**src/rtl/wbc_pkg.sv**
```systemverilog
package wbc_pkg;
  typedef enum logic [2:0] {
    ST_IDLE      = 3'd0,
    ST_LOOKUP    = 3'd1,
    ST_WRITEBACK = 3'd2,
    ST_ALLOCATE  = 3'd3,
    ST_UPDATE    = 3'd4
  } wbc_state_e;
endpackage

```
**src/rtl/wbc_meta_store.sv**
```systemverilog
module wbc_meta_store #(
  parameter int LINES = 16,
  parameter int TAG_W = 26,
  localparam int IDX_W = $clog2(LINES)
) (
  input  logic             clk,
  input  logic             rst,
  input  logic [IDX_W-1:0] rd_idx,
  output logic [TAG_W-1:0] rd_tag,
  input  logic [IDX_W-1:0] q_idx,
  output logic             q_valid,
  output logic             q_dirty,
  input  logic             line_wr,
  input  logic [TAG_W-1:0] line_tag,
  input  logic             dirty_set
);
  logic [TAG_W-1:0] tag_mem [LINES];
  logic [LINES-1:0] valid_r;
  logic [LINES-1:0] dirty_r;

  // tag array: synchronous read, no reset, so it maps onto RAM
  always_ff @(posedge clk) begin
    if (line_wr) tag_mem[q_idx] <= line_tag;
    rd_tag <= tag_mem[rd_idx];
  end

  // status bits live in flops so reset can clear them in one cycle
  always_ff @(posedge clk) begin
    if (rst) begin
      valid_r <= '0;
      dirty_r <= '0;
    end else begin
      if (line_wr) begin
        valid_r[q_idx] <= 1'b1;
        dirty_r[q_idx] <= 1'b0;
      end
      if (dirty_set) dirty_r[q_idx] <= 1'b1;
    end
  end

  assign q_valid = valid_r[q_idx];
  assign q_dirty = dirty_r[q_idx];
endmodule

```
**src/rtl/wbc_data_store.sv**
```systemverilog
module wbc_data_store #(
  parameter int LINES  = 16,
  parameter int DATA_W = 32,
  localparam int IDX_W = $clog2(LINES)
) (
  input  logic              clk,
  input  logic [IDX_W-1:0]  rd_idx,
  output logic [DATA_W-1:0] rd_data,
  input  logic              wr_en,
  input  logic [IDX_W-1:0]  wr_idx,
  input  logic [DATA_W-1:0] wr_data
);
  logic [DATA_W-1:0] mem [LINES];

  always_ff @(posedge clk) begin
    if (wr_en) mem[wr_idx] <= wr_data;
    rd_data <= mem[rd_idx];
  end
endmodule

```
**src/rtl/wbc_ctrl.sv**
```systemverilog
module wbc_ctrl
  import wbc_pkg::*;
#(
  parameter int ADDR_W = 32,
  parameter int DATA_W = 32,
  parameter int LINES  = 16,
  localparam int IDX_W = $clog2(LINES),
  localparam int OFS_W = $clog2(DATA_W / 8),
  localparam int TAG_W = ADDR_W - IDX_W - OFS_W,
  localparam int WA_W  = ADDR_W - OFS_W
) (
  input  logic              clk,
  input  logic              rst,
  input  logic              cpu_req,
  input  logic              cpu_we,
  input  logic [WA_W-1:0]   cpu_waddr,
  input  logic [DATA_W-1:0] cpu_wdata,
  output logic              cpu_busy,
  output logic              cpu_done,
  output logic [DATA_W-1:0] cpu_rdata,
  output logic              mem_req,
  output logic              mem_we,
  output logic [ADDR_W-1:0] mem_addr,
  output logic [DATA_W-1:0] mem_wdata,
  input  logic              mem_ready,
  input  logic [DATA_W-1:0] mem_rdata,
  output logic [IDX_W-1:0]  rd_idx,
  output logic [IDX_W-1:0]  line_idx,
  input  logic [TAG_W-1:0]  st_tag,
  input  logic [DATA_W-1:0] st_data,
  input  logic              st_valid,
  input  logic              st_dirty,
  output logic              data_we,
  output logic [DATA_W-1:0] data_wd,
  output logic              line_wr,
  output logic [TAG_W-1:0]  line_tag,
  output logic              dirty_set
);
  wbc_state_e        state;
  logic [WA_W-1:0]   req_wa;
  logic              req_we;
  logic [DATA_W-1:0] req_wd;
  logic              hit;
  logic              mem_ack;

  assign line_idx = req_wa[IDX_W-1:0];
  assign line_tag = req_wa[WA_W-1:IDX_W];
  // while idle the RAMs look at the incoming index so data is ready in LOOKUP
  assign rd_idx   = (state == ST_IDLE) ? cpu_waddr[IDX_W-1:0] : line_idx;
  assign hit      = st_valid && (st_tag == line_tag);
  assign mem_ack  = mem_req && mem_ready;

  always_comb begin
    data_we   = 1'b0;
    dirty_set = 1'b0;
    line_wr   = 1'b0;
    data_wd   = req_wd;
    case (state)
      ST_LOOKUP: begin
        data_we   = hit && req_we;
        dirty_set = hit && req_we;
      end
      ST_ALLOCATE: begin
        data_we = mem_ack;
        line_wr = mem_ack;
        data_wd = mem_rdata;
      end
      ST_UPDATE: begin
        data_we   = 1'b1;
        dirty_set = 1'b1;
      end
      default: ;
    endcase
  end

  always_ff @(posedge clk) begin
    if (rst) begin
      state     <= ST_IDLE;
      cpu_busy  <= 1'b0;
      cpu_done  <= 1'b0;
      cpu_rdata <= '0;
      mem_req   <= 1'b0;
      mem_we    <= 1'b0;
      mem_addr  <= '0;
      mem_wdata <= '0;
      req_wa    <= '0;
      req_we    <= 1'b0;
      req_wd    <= '0;
    end else begin
      cpu_done <= 1'b0;
      case (state)
        ST_IDLE: if (cpu_req) begin
          req_wa   <= cpu_waddr;
          req_we   <= cpu_we;
          req_wd   <= cpu_wdata;
          cpu_busy <= 1'b1;
          state    <= ST_LOOKUP;
        end
        ST_LOOKUP: begin
          if (hit) begin
            if (!req_we) cpu_rdata <= st_data;
            cpu_done <= 1'b1;
            cpu_busy <= 1'b0;
            state    <= ST_IDLE;
          end else if (st_valid && st_dirty) begin
            state <= ST_WRITEBACK;
          end else begin
            state <= ST_ALLOCATE;
          end
        end
        ST_WRITEBACK: begin
          if (!mem_req) begin
            mem_req   <= 1'b1;
            mem_we    <= 1'b1;
            mem_addr  <= {st_tag, line_idx, {OFS_W{1'b0}}};
            mem_wdata <= st_data;
          end else if (mem_ready) begin
            mem_req <= 1'b0;
            state   <= ST_ALLOCATE;
          end
        end
        ST_ALLOCATE: begin
          if (!mem_req) begin
            mem_req  <= 1'b1;
            mem_we   <= 1'b0;
            mem_addr <= {req_wa, {OFS_W{1'b0}}};
          end else if (mem_ready) begin
            mem_req <= 1'b0;
            if (req_we) begin
              state <= ST_UPDATE;
            end else begin
              cpu_rdata <= mem_rdata;
              cpu_done  <= 1'b1;
              cpu_busy  <= 1'b0;
              state     <= ST_IDLE;
            end
          end
        end
        ST_UPDATE: begin
          cpu_done <= 1'b1;
          cpu_busy <= 1'b0;
          state    <= ST_IDLE;
        end
        default: state <= ST_IDLE;
      endcase
    end
  end


  mem_hold_chk: assert property (@(posedge clk) disable iff (rst)
    (mem_req && !mem_ready) |=> (mem_req && $stable(mem_addr) && $stable(mem_we) && $stable(mem_wdata)));

  mem_drop_chk: assert property (@(posedge clk) disable iff (rst)
    (mem_req && mem_ready) |=> !mem_req);

  wb_then_fetch_chk: assert property (@(posedge clk) disable iff (rst)
    ($fell(mem_req) && $past(mem_we)) |=> (mem_req && !mem_we));

  done_pulse_chk: assert property (@(posedge clk) disable iff (rst)
    cpu_done |=> !cpu_done);

  done_after_busy_chk: assert property (@(posedge clk) disable iff (rst)
    cpu_done |-> ($past(cpu_busy) && !cpu_busy));

  done_no_mem_chk: assert property (@(posedge clk) disable iff (rst)
    cpu_done |-> !mem_req);
endmodule

```
**src/rtl/wb_dm_cache.sv**
```systemverilog
module wb_dm_cache #(
  parameter int ADDR_W = 32,
  parameter int DATA_W = 32,
  parameter int LINES  = 16,
  localparam int IDX_W = $clog2(LINES),
  localparam int OFS_W = $clog2(DATA_W / 8),
  localparam int TAG_W = ADDR_W - IDX_W - OFS_W,
  localparam int WA_W  = ADDR_W - OFS_W
) (
  input  logic              clk,
  input  logic              rst,
  input  logic              cpu_req,
  input  logic              cpu_we,
  input  logic [ADDR_W-1:0] cpu_addr,
  input  logic [DATA_W-1:0] cpu_wdata,
  output logic              cpu_busy,
  output logic              cpu_done,
  output logic [DATA_W-1:0] cpu_rdata,
  output logic              mem_req,
  output logic              mem_we,
  output logic [ADDR_W-1:0] mem_addr,
  output logic [DATA_W-1:0] mem_wdata,
  input  logic              mem_ready,
  input  logic [DATA_W-1:0] mem_rdata
);
  logic [IDX_W-1:0]  rd_idx, line_idx;
  logic [TAG_W-1:0]  st_tag, line_tag;
  logic [DATA_W-1:0] st_data, data_wd;
  logic              st_valid, st_dirty, data_we, line_wr, dirty_set;

  wbc_ctrl #(.ADDR_W(ADDR_W), .DATA_W(DATA_W), .LINES(LINES)) u_ctrl (
    .clk(clk), .rst(rst),
    .cpu_req(cpu_req), .cpu_we(cpu_we), .cpu_waddr(cpu_addr[ADDR_W-1:OFS_W]),
    .cpu_wdata(cpu_wdata), .cpu_busy(cpu_busy), .cpu_done(cpu_done), .cpu_rdata(cpu_rdata),
    .mem_req(mem_req), .mem_we(mem_we), .mem_addr(mem_addr), .mem_wdata(mem_wdata),
    .mem_ready(mem_ready), .mem_rdata(mem_rdata),
    .rd_idx(rd_idx), .line_idx(line_idx),
    .st_tag(st_tag), .st_data(st_data), .st_valid(st_valid), .st_dirty(st_dirty),
    .data_we(data_we), .data_wd(data_wd), .line_wr(line_wr), .line_tag(line_tag),
    .dirty_set(dirty_set)
  );

  wbc_meta_store #(.LINES(LINES), .TAG_W(TAG_W)) u_meta (
    .clk(clk), .rst(rst),
    .rd_idx(rd_idx), .rd_tag(st_tag),
    .q_idx(line_idx), .q_valid(st_valid), .q_dirty(st_dirty),
    .line_wr(line_wr), .line_tag(line_tag), .dirty_set(dirty_set)
  );

  wbc_data_store #(.LINES(LINES), .DATA_W(DATA_W)) u_data (
    .clk(clk),
    .rd_idx(rd_idx), .rd_data(st_data),
    .wr_en(data_we), .wr_idx(line_idx), .wr_data(data_wd)
  );
endmodule

```
**config.mk**
```make
export PLATFORM = sky130hd
export DESIGN_NAME = wb_dm_cache
export DESIGN_NICKNAME = d
export VERILOG_FILES = /design/src/rtl/wbc_pkg.sv /design/src/rtl/wbc_meta_store.sv /design/src/rtl/wbc_data_store.sv /design/src/rtl/wbc_ctrl.sv /design/src/rtl/wb_dm_cache.sv
export SDC_FILE = /design/constraint.sdc
export NUM_CORES = 2
export LEC_CHECK = 0
export ABC_AREA = 1
export BUFFER_PORTS_ARGS = -buffer_cell sky130_fd_sc_hd__buf_2
export CAP_MARGIN = 20
export CORE_MARGIN = 3
export CORE_UTILIZATION = 45
export CTS_BUF_LIST = sky130_fd_sc_hd__clkbuf_8
export DETAILED_ROUTE_END_ITERATION = 10
export SLEW_MARGIN = 20
export SYNTH_ARGS = -nofsm -noshare
export SYNTH_HDL_FRONTEND = slang
export SYNTH_SLANG_ARGS = --single-unit
```
**constraint.sdc**
```tcl
create_clock -name clk -period 4.7 [get_ports clk]
set_clock_uncertainty 0.15 [all_clocks]
set_input_delay 0.235 -clock clk [delete_from_list [all_inputs] [get_ports clk]]
set_output_delay 0.235 -clock clk [all_outputs]
set_load 0.01 [all_outputs]
```
== Word level (Yosys, flattened, before mapping) ==
Memory sizes are Yosys's and may differ from the RTL's. A register that Yosys moved wholly into a read port is not among the register bits.
Index checks and enable logic that the tools add are counted.

* Memories kept: 2
* Input bits: 101
* Logic and storage cells: 105
* Flip-flop bits (word level): 198
* Output and inout bits: 100
* RAM bits: 928

{| class="wikitable"
|+ Memories
! memory !! depth !! width !! rd ports !! clocked after memory_dff !! wr ports !! RTL line !! text
|-
| u_data.mem || 16 || 32 || 1 || 1 || 1 || wbc_data_store.sv:13 || <nowiki>logic [DATA_W-1:0] mem [LINES];</nowiki>
|-
| u_meta.tag_mem || 16 || 26 || 1 || 1 || 1 || wbc_meta_store.sv:17 || <nowiki>logic [TAG_W-1:0] tag_mem [LINES];</nowiki>
|}

* Equality and inequality tests: 15
* Magnitude comparators: 2
* Reduce and logical (&&, ||, !) cells: 16
* Bitwise operators: 5
* Mux-type cells: 52

{| class="wikitable"
|+ Operator list
! operator !! count
|-
| $mux 32 || 8
|-
| $pmux 32 s2 || 2
|-
| $mux 16 || 3
|-
| $or 16x16->16 || 2
|-
| $eq 26x26->1 || 1
|-
| $mux 1 || 22
|-
| $mux 3 || 7
|-
| $and 16x16->16 || 1
|-
| $not 16->16 || 1
|-
| $ne 2x2->1 const B || 7
|-
| $pmux 3 s4 || 1
|-
| $reduce_and 6->1 || 2
|-
| $bmux 1 s4 || 2
|-
| $eq 3x2->1 const B || 2
|-
| $ne 2x1->1 const B || 3
|-
| $pmux 1 s3 || 2
|-
| $logic_and 1x1->1 || 5
|-
| $lt 4x5->1 const B || 1
|-
| $reduce_and 5->1 || 1
|-
| $demux 1 s4 || 1
|-
| $ge 4x1->1 const B || 1
|-
| $mux 4 || 1
|-
| $pmux 1 s2 || 2
|-
| $pmux 1 s4 || 1
|-
| other kinds (9) || 11
|}

== Depth between registers and ports, before layout ==
* Depth in word-level cells: 10
* Mapped depth: 17
* Gate-level depth less buffers: 15

== Hierarchy ==
Synthesis repeated with hierarchy kept, for this count alone.

* Cells, all modules: 5159
* Area, all modules: 49844.1 um^2

{| class="wikitable"
|+ By module, submodules not included
! module !! instances !! area each (um^2) !! cells an instance !! seq. area each (um^2)
|-
| wbc_data_store || 1 || 22730.6 || 2120 || 16015.4
|-
| wbc_meta_store || 1 || 19822.8 || 1977 || 13653.1
|-
| wbc_ctrl || 1 || 7290.7 || 1062 || 3283.1
|}

== Least setup slack after synthesis ==
Ideal clock, no wire load.

* Kind: reg2reg
* Start: register u_ctrl.req_wa[6]
* End: memory u_data.mem[10][0] (enable)
* Path buffers: 1
* Stages on the path, launching flop included: 14
* Arrival time: 2.894 ns
* Library setup time: 0.421 ns
* Path slack: 1.235 ns
* Cells stage by stage: dfxtp_1 -> inv_1 -> nand2_1 -> nand2_1 -> nor2_1 -> nand2_1 -> nor2_1 -> nand2_1 -> nor2_1 -> nand4_1 -> nand3_1 -> inv_1 -> buf_2 -> nor2_1

* Longest elaborated chain between the ends: 6

{| class="wikitable"
|+ RTL lines
! element !! RTL line !! text
|-
| from (decl) || wbc_ctrl.sv:40 || <nowiki>logic [WA_W-1:0] req_wa;</nowiki>
|-
| from (signal assigned) || wbc_ctrl.sv:93 || <nowiki>req_wa <= cpu_waddr;</nowiki>
|-
| $eq 26x26->1 || wbc_ctrl.sv:50 || <nowiki>assign hit = st_valid && (st_tag == line_tag);</nowiki>
|-
| $logic_and 1x1->1 || wbc_ctrl.sv:50 ||
|-
| $logic_and 1x1->1 || wbc_ctrl.sv:60 || <nowiki>data_we = hit && req_we;</nowiki>
|-
| $pmux 1 s3 || wbc_ctrl.sv:58 || <nowiki>case (state)</nowiki>
|-
| $mux 1 || wbc_data_store.sv:16 || <nowiki>if (wr_en) mem[wr_idx] <= wr_data;</nowiki>
|-
| $mux 1 (implied by the code) || wbc_data_store.sv:16 ||
|-
| to (decl) || wbc_data_store.sv:13 ||
|}

No other way between the ends.

== Worst setup path after layout ==
* Start: register u_ctrl.req_wa[25]
* End: memory u_data.mem[1][2] (enable)

Same word-level chain as after synthesis.

==> out/qor.csv <==
stage;metric;value;unit
clocking;htreeDepth;4;
critical_path;r2r-start;u_ctrl.req_wa[25];
clocking;clock-root-buffer;clkbuf_8;
detailed_routing;wl_per_cell;21.5;um
critical_path;worstRegToRegCells;15;
critical_path;crit_chain;inv_1 -> nand2_1 -> nand2_1 -> nor2_1 -> nand2_1 -> nor2_1 -> nand2_1 -> nor2_1 -> buf_4 -> nand4_1 -> nand3_1 -> inv_1 -> buf_4 -> nor2_4 -> buf_4;
clocking;cts_buffers;191;
synth;netlist.area_leader.share;60.5;%
outcome;outcome;completed;
worst_hold_path;whs_path_depth;4;
critical_path;worstPathRequired;5.01;ns
timing;slew_viol_final;0;
timing;fmax;262;MHz
critical_path;cp_top_family;simple AND/OR/NAND/NOR gates;
worst_hold_path;min_from;cpu_wdata[28];
flow_run;drv_cap;0;
floorplanning;core;0.101;mm2
worst_hold_path;hp-class;in -> reg;
clocking;clk-insertion-delay-late;0.86;ns
detailed_routing;drtIter0Drc;3098;
detailed_routing;drt_wl_total;125;mm
power_and_ir_drop;peakVddDrop;0.000743;V
floorplanning;dieHeight;326;um
clocking;ctsResizeCount;0;
timing;worst_pin_slew;0.986;ns
critical_path;crit_cells;15;
detailed_routing;postRouteAntennaNets;0;
synth;ys_seq_elements;1182;
floorplanning;start_util;45.7;%
cells_and_area;finalInstanceArea;0.0541;mm2
clocking;clkTransAtPathRegs;0.06;ns
grt;grt_pass1_vias;30400;
timing;fin_crit;3.81;ns
placed_design;numPortBuffers;196;
cells_and_area;fin_cells;5802;
clocking;cts_tree;yes;
timing;hold_violations;0;
placed_design;hpwl;63.8;mm
critical_path;r2r-end;u_data.mem[1][2];
floorplanning;io_pins;201;
critical_path;r2r_setup_slack;0.89;ns
grt;grt_pass1_wl;187;mm
worst_hold_path;min_delay_worst_endpoint;u_ctrl.req_wd[28];
critical_path;path_max_fanout;21;
grt;grt_overflow;0;
grt;grt_usage;23.0;%
power_and_ir_drop;p_int;19.9;mW
detailed_routing;via_per_inst;5.47;
floorplanning;row_count;116;
critical_path;critPathBufInv;5;
timing;whs;0.0840;ns
synth;syn_avg_cell_area;11.9;um2
synth;synth.largest_area_cell;edfxtp_1;
synth;synth_warnings;0;
cells_and_area;area_growth_syn_to_layout;17.3;%
floorplanning;dieArea;0.106;mm2
synth;ys_seq_area_share;71.5;%
critical_path;slowest_delay;0.66;ns
critical_path;cp.arrival;4.13;ns
timing;maxSlewHeadroom;34.1;%
critical_path;crit_type;reg -> reg;
clocking;cts_num_sinks;1182;
cells_and_area;seqCellArea;0.0330;mm2
synth;synth_area;0.0461;mm2
power_and_ir_drop;cellLeakagePower;19.6;nW
grt;antenna_found_initial;1;
synth;netlist-cell-type-count;34;
cells_and_area;drive_above_1_share;13.5;%
critical_path;crit_slowest_cell;dfxtp_1;
power_and_ir_drop;p_seq_share;42.8;%
timing;fin_crit_sh;81.1;%
timing;finalSetupViolCount;0;
critical_path;crit_top_cell;nand2_1;
placed_design;place_area;0.0487;mm2
critical_path;critPathLaunchType;register;
synth;syn_inst;3880;
placed_design;dp_cells;5273;
critical_path;crit_start;u_ctrl.req_wa[25];
timing;finalSetupTns;0;ns
cells_and_area;fillers;8553;
grt;grt_max_degree;150;
detailed_routing;drcViolationCount;0;
cells_and_area;nets;4379;
power_and_ir_drop;power_switching;11.3;mW
clocking;cts_max_path_buffers;3;
power_and_ir_drop;power_frac_clock;26.8;%
floorplanning;fp.dieW;326;um
detailed_routing;dr_total_vias;31800;
synth;synthTopCellsByArea;edfxtp_1, dfxtp_1, o21ai_0;
critical_path;critPathCaptureType;register;
power_and_ir_drop;combinationalPowerShare;30.4;%
cells_and_area;multi_input_area;0.0113;mm2
power_and_ir_drop;powerDensity;578;mW/mm2
detailed_routing;dr.pass1.iters;5;
power_and_ir_drop;power_switching_share;36.2;%
placed_design;gp_congestion;0.807;
timing;rsz0062_at_grt;false;
registers in the layout (all words and copies together) (netlist names), 3 cells and up, named ones only:
name	cells
u_meta.valid_r	16
u_meta.rd_tag	26
u_ctrl.req_wa	30
u_meta.tag_mem	416
u_ctrl.mem_addr	30
u_ctrl.req_wd	32
u_data.mem	512
u_data.rd_data	32
u_ctrl.state	3
u_ctrl.mem_wdata	32
u_ctrl.cpu_rdata	32
repair_timing:
item,CTS,global route
endpoints found under the hold margin,656,0
hold buffers,169,0
setup buffers,0,0
worst reg2reg max path, delay by kind of cell, from the launching register on:
| family | cells | cell delay [ns] |
|---|---|---|
| buf+inv | 5 | 1.17 |
| flops | 1 | 0.66 |
| simple gates | 10 | 1.44 |
cell type report:
| class | count | share of cell area, % |
|---|---|---|
| flip-flops and latches | 1182 | 61.0 |
| multi-input cells | 2205 | 20.8 |
| repair buffers | 473 | 6.72 |
| clock buffers | 211 | 5.37 |
| well taps | 1357 | 3.14 |
| inverters | 225 | 1.61 |
| clock inverters | 147 | 1.37 |
| diodes | 2 | 0.00926 |
how the worst max path moves through the flow:
stage	to
global route	u_data.mem[1][2]
CTS	u_data.mem[4][12]
finish	u_data.mem[1][2]
floorplan	u_data.mem[10][0]
detailed placement	u_data.mem[4][4]
global placement	u_data.mem[4][17]
power by group through the flow:
stage / Sequential (mW) / Clock (mW) / Combinational (mW)
2_1_floorplan: 13.6 / 0 / 6.08
3_3_place_gp: 13.6 / 0 / 9.13
3_5_place_dp: 13.6 / 0 / 9.21
4_1_cts: 13.4 / 8.55 / 9.48
5_1_grt: 13.5 / 9.01 / 10.5
6_report: 13.4 / 8.38 / 9.51
through the flow:
stage / worst slack [ns] / utilization [%] / power (mW)
CTS: 0.866 / 53.6 / 31.4
floorplan: 1.24 / - / 19.6
finish: 0.886 / 53.6 / 31.3
global route: 0.585 / 53.6 / 33.0
detailed placement: 0.886 / 48.3 / 22.8
global placement: 0.908 / 48.3 / 22.7
cell usage after synthesis:
cell	n
a211oi_1	5
a21oi_1	138
a31oi_1	1
buf_1	6
buf_2	75
buf_4	20
buf_6	19
clkbuf_1	149
clkinv_1	2
conb_1	1
dfxtp_1	254
edfxtp_1	928
inv_1	218
inv_2	3
inv_4	2
nand2_1	348
nand2_2	4
nand2_4	2
nand3_1	65
nand3_4	1
nand4_1	1
nor2_1	588
nor2_2	3
nor3_1	4
o211ai_1	138
o21a_1	1
o21ai_0	599
o21ai_1	64
o21ai_2	1
o21ai_4	1
o21bai_1	56
o221ai_1	120
o22ai_1	56
xnor2_1	7
metal layers:
layer / share of wire, % / GRT usage [%]
met1: 44 / 32.3
met3: 7.2 / 4.19
met5: 0 / 0
met4: 2.5 / 7.84
met2: 46 / 36.2
kinds of logic (layout without fill, tap and decap cells):
| kind of cell | count (synthesis) | after routing | synth area share (%) |
|---|---|---|---|
| XOR/XNOR | 7 | 7 | 0.133 |
| flip-flops | 1182 | 1182 | 71.5 |
| other | 1 | 4 | 0.00814 |
| AND/OR/NAND/NOR | 1016 | 1016 | 8.57 |
| AO/OA/AOI/OAI | 1180 | 1180 | 15.1 |
| buffers and inverters | 494 | 1056 | 4.71 |
cell usage in the layout, fill, tap and decap left out, types with 4 or more instances in the layout:
cell | Yosys | routed
buf_4 | 20 | 96
dlygate4sd3_1 | 0 | 169
nor2_1 | 588 | 554
nor2_4 | 0 | 35
edfxtp_1 | 928 | 928
o21bai_1 | 56 | 56
clkbuf_8 | 0 | 211
o22ai_1 | 56 | 56
nand3_1 | 65 | 65
clkinv_2 | 0 | 16
o211ai_1 | 138 | 138
buf_12 | 0 | 12
nand2_2 | 4 | 4
o21ai_1 | 64 | 63
nand2_1 | 348 | 347
dfxtp_1 | 254 | 254
xnor2_1 | 7 | 7
a21oi_1 | 138 | 138
o221ai_1 | 120 | 120
buf_2 | 75 | 196
nor3_1 | 4 | 4
a211oi_1 | 5 | 5
o21ai_0 | 599 | 598
clkinv_1 | 2 | 29
inv_1 | 218 | 305
No activity file was read; power rests on OpenSTA's default activity.
